$ cat src/rtl/int_exec_unit.sv
module int_exec_unit #(
  parameter int DATA_W = 32,
  parameter int IMM_W  = 16
) (
  input  logic [3:0]        op_code,
  input  logic              imm_sel,
  input  logic [DATA_W-1:0] src_a,
  input  logic [DATA_W-1:0] src_b,
  input  logic [IMM_W-1:0]  imm,
  input  logic              fp_status,
  output logic [DATA_W-1:0] result,
  output logic              ovf,
  output logic              br_taken
);
  localparam int MSB = DATA_W - 1;
  localparam int PAD = DATA_W - IMM_W;

  localparam logic [3:0] OP_ADD  = 4'd0;
  localparam logic [3:0] OP_ADDU = 4'd1;
  localparam logic [3:0] OP_SUB  = 4'd2;
  localparam logic [3:0] OP_SUBU = 4'd3;
  localparam logic [3:0] OP_AND  = 4'd4;
  localparam logic [3:0] OP_OR   = 4'd5;
  localparam logic [3:0] OP_XOR  = 4'd6;
  localparam logic [3:0] OP_LHI  = 4'd7;
  localparam logic [3:0] OP_BEQZ = 4'd8;
  localparam logic [3:0] OP_BNEZ = 4'd9;
  localparam logic [3:0] OP_BFPT = 4'd10;
  localparam logic [3:0] OP_BFPF = 4'd11;

  logic              signed_op;
  logic [DATA_W-1:0] imm_sx, imm_zx, opnd_b, sum, diff;
  logic              add_ovf, sub_ovf;

  assign signed_op = (op_code == OP_ADD) || (op_code == OP_SUB);
  assign imm_sx    = {{PAD{imm[IMM_W-1]}}, imm};
  assign imm_zx    = {{PAD{1'b0}}, imm};
  assign opnd_b    = imm_sel ? (signed_op ? imm_sx : imm_zx) : src_b;
  assign sum       = src_a + opnd_b;
  assign diff      = src_a - opnd_b;
  assign add_ovf   = (src_a[MSB] == opnd_b[MSB]) && (sum[MSB]  != src_a[MSB]);
  assign sub_ovf   = (src_a[MSB] != opnd_b[MSB]) && (diff[MSB] != src_a[MSB]);

  always_comb begin
    result   = '0;
    ovf      = 1'b0;
    br_taken = 1'b0;
    unique case (op_code)
      OP_ADD:  begin result = sum;  ovf = add_ovf; end
      OP_ADDU: result = sum;
      OP_SUB:  begin result = diff; ovf = sub_ovf; end
      OP_SUBU: result = diff;
      OP_AND:  result = src_a & opnd_b;
      OP_OR:   result = src_a | opnd_b;
      OP_XOR:  result = src_a ^ opnd_b;
      OP_LHI:  result = {imm, {PAD{1'b0}}};
      OP_BEQZ: br_taken = (src_a == '0);
      OP_BNEZ: br_taken = (src_a != '0);
      OP_BFPT: br_taken = fp_status;
      OP_BFPF: br_taken = ~fp_status;
      default: ;
    endcase
  end

  always_comb begin
    if (ovf)
      p_ovf_signed_only_r4: assert (op_code == OP_ADD || op_code == OP_SUB);
    if (ovf)
      p_ovf_sign_flip_r3: assert (result[MSB] != src_a[MSB]);
    if (br_taken)
      p_branch_only_r10: assert (op_code[3:2] == 2'b10);
    if (op_code == OP_LHI)
      p_lhi_low_zero_r7: assert (result[PAD-1:0] == '0 && result[MSB -: IMM_W] == imm);
    if (op_code[3:2] == 2'b11)
      p_undef_quiet_r11: assert (result == '0 && !ovf && !br_taken);
  end
endmodule

$ cat config.mk
export PLATFORM = sky130hd
export DESIGN_NAME = int_exec_unit
export DESIGN_NICKNAME = d
export VERILOG_FILES = /design/src/rtl/int_exec_unit.sv
export SDC_FILE = /design/constraint.sdc
export NUM_CORES = 1
export LEC_CHECK = 0
export BUFFER_PORTS_ARGS = -buffer_cell sky130_fd_sc_hd__buf_2
export CORE_MARGIN = 5
export CORE_UTILIZATION = 30
export DETAILED_ROUTE_END_ITERATION = 7
export SLEW_MARGIN = 25
export SYNTH_ARGS = -nofsm -noshare
export SYNTH_HDL_FRONTEND = slang
export SYNTH_SLANG_ARGS = --single-unit
$ cat constraint.sdc
create_clock -name vclk -period 5.7
set_input_delay 0.57 -clock vclk [all_inputs]
set_output_delay 0.57 -clock vclk [all_outputs]
set_load 0.02 [all_outputs]
==> impl_metrics.py <==
metrics = {
    "drt": {
        "via_count": 6925,
        "drc_errors": 0,
        "drt-vias-per-instance": 5.63,
        "wl_met2_um": 10700,
        "routed.top_layer": "met4",
        "drt_iter0_markers": 676,
        "dr.pass1.iters": 8,
        "wl_um": 25100,
        "final_antenna_net_count": 0,
        "wl_met1_um": 11100,
        "wl_met3_um": 2470,
        "post_drt_wl_per_cell_um": 20.4,
    },
    "finish": {
        "syn2layout_area_growth_pct": 14.6,
        "nClkBuffers": 0,
        "regArea_um2": 0,
        "final_layout_size_suffix_gt1_share_pct": 17.4,
        "flops_and_latches": 0,
        "nets": 1161,
        "final.fill_count": 2078,
        "post-route-util_pct": 35.0,
        "num_antenna_cells": 0,
        "finalNonFillerCells": 1231,
    },
    "floorplan": {
        "die_h_um": 149,
        "core_area_mm2": 0.0188,
        "start_util_pct": 30.6,
        "dieArea_mm2": 0.0221,
        "row_count": 50,
        "die_w_um": 149,
        "io_pins": 120,
    },
    "setup_path": {
        "crit_required_ns": 5.13,
        "endpoint_kind": "primary output",
        "worstSetupPathType": "in2out",
        "cp.arrival_ns": 4.61,
        "crit_path_start_kind": "input port",
        "cp_max_fo": 18,
    },
    "power_and_ir_drop": {
        "switching_share_pct": 63.9,
        "powerDensity_mw_per_mm2": 118,
        "p_leak_nw": 3.04,
        "p_sw_uw": 498,
        "p_int_uw": 281,
        "power.total_uw": 779,
        "comb_power_share_pct": 100.0,
        "p_seq_share_pct": 0,
        "clkPwrFrac_pct": 0,
        "peakVddDrop_mv": 0.0263,
    },
    "placed_design": {
        "dpl.hpwl_um": 20300,
        "dp_slack_ns": 0.605,
        "io_buffer_count": 120,
        "dp.cells": 1231,
        "gp_congestion": 1.01,
    },
    "synthesis": {
        "yosys_warnings": 0,
        "synth_area_mm2": 0.00576,
        "yosysSeqAreaShare_pct": 0,
        "netlist_instances": 889,
        "synthDistinctLibCells": 75,
        "avgSynthCellArea_um2": 6.48,
        "syn-num-nets": 1077,
        "synth_area_leaders": "ha_1 (22%), a21oi_1 (7.6%), nor2_1 (6.8%)",
        "yosysMostFrequentCell": "nor2_1",
        "yosys.area.top_type": "ha_1",
        "synth_top_area_share_pct": 21.7,
        "ys_top_cells_by_count": "nor2_1 (105), ha_1 (100), inv_1 (95), a21oi_1 (87), o21ai_0 (51)",
    },
    "global_routing": {
        "grt_pass1_vias": 6468,
        "grt_pass1_wl_um": 38200,
        "grt_max_degree": 64,
        "track_usage_pct": 21.6,
        "overflow": 0,
        "antenna_found_initial": 0,
    },
    "sta": {
        "fin_setup_tns_ns": 0,
        "slew_viol_final": 0,
        "clock.fmax_mhz": 193,
        "setup_ws_ns": 0.517,
        "relSlewSlack_pct": 34.4,
        "fin_crit_sh_pct": 90.9,
        "worst_pin_slew_ns": 0.983,
        "period_minus_slack_ns": 5.18,
        "rsz0062_at_grt": "false",
        "hold_violations": 0,
        "setup_violations": 0,
    },
    "clock_tree": {
        "cts_resized": 0,
        "cts_hold_buf": 0,
        "cts_setup_buffers": 0,
    },
    "hold_path": {
        "min_to": "ovf",
        "hold_start": "src_a[31]",
        "hold_path_class": "in2out",
        "whs_path_depth": 4,
    },
    "job": {
        "drv_cap": 0,
    },
    "status": {
        "status": "finished clean",
    },
}
## per-stage QoR
step,cell area (µm²),hold WS (ns)
after floorplan,5760,1.35
after global placement,6600,1.63
after detailed placement,6600,1.63
after CTS,6600,1.63
after global routing,6600,1.70
final,6600,1.65
## kinds of logic after synthesis
kind of cell    synth area share, %
fa+ha+maj                      22.4
mux                            5.82
compound gates                 34.1
buf+inv                        10.4
simple gates                   24.0
xor+xnor                       3.19
## layout make-up
cell class	count	area (µm²)	share of cell area, %
multi-input cells	734	5160	78.2
repair buffers	140	751	11.4
inverters	97	364	5.52
well taps	260	325	4.93
## worst max path at each step
stage / slack [ns] / cells past startpoint / to / from
CTS: 0.59 / 14 / result[28] / imm_sel
detailed placement: 0.60 / 14 / result[28] / imm_sel
global route: 0.26 / 14 / result[28] / imm_sel
floorplan: 0.84 / 16 / result[27] / op_code[3]
finish: 0.52 / 14 / result[28] / imm_sel
global placement: 0.63 / 14 / result[28] / imm_sel
## cells in the final DEF (no fill, tap or decap), types with 16 or more instances in the layout
master	synthesis	routed
o21ai_0	51	51
xnor2_1	17	17
o21a_1	19	19
inv_1	95	95
nor2_1	105	105
a211oi_1	29	29
buf_2	9	120
nand3_1	18	18
mux2i_1	20	20
nand2_1	48	48
nor3_1	21	21
nor4_1	16	16
nor2b_1	18	18
ha_1	100	100
a21oi_1	87	87
buf_4	0	20
## routing by layer
layer,global-route usage [%],vias up
met1,31.0,3172
met3,3.72,39
met4,5.59,0
met2,33.2,363
li1,-,3351
met5,0,-
## critical path: stages
cell,delay [ns]
buf_2,0.44
buf_4,0.30
mux2i_1,0.31
ha_1,0.41
nand2b_1,0.22
a221oi_2,0.37
and4b_1,0.31
o21ai_1,0.33
nand4_1,0.17
and2_1,0.24
o41ai_2,0.40
o32a_1,0.19
o311ai_1,0.12
buf_2,0.21
## power groups by stage
stage          Sequential, mW  Combinational [mW]  Clock [mW]
2_1_floorplan               0               0.526           0
3_3_place_gp                0               0.763           0
6_report                    0               0.779           0
5_1_grt                     0               0.850           0
3_5_place_dp                0               0.760           0
4_1_cts                     0               0.765           0
Power figures use the tool's default switching activity.
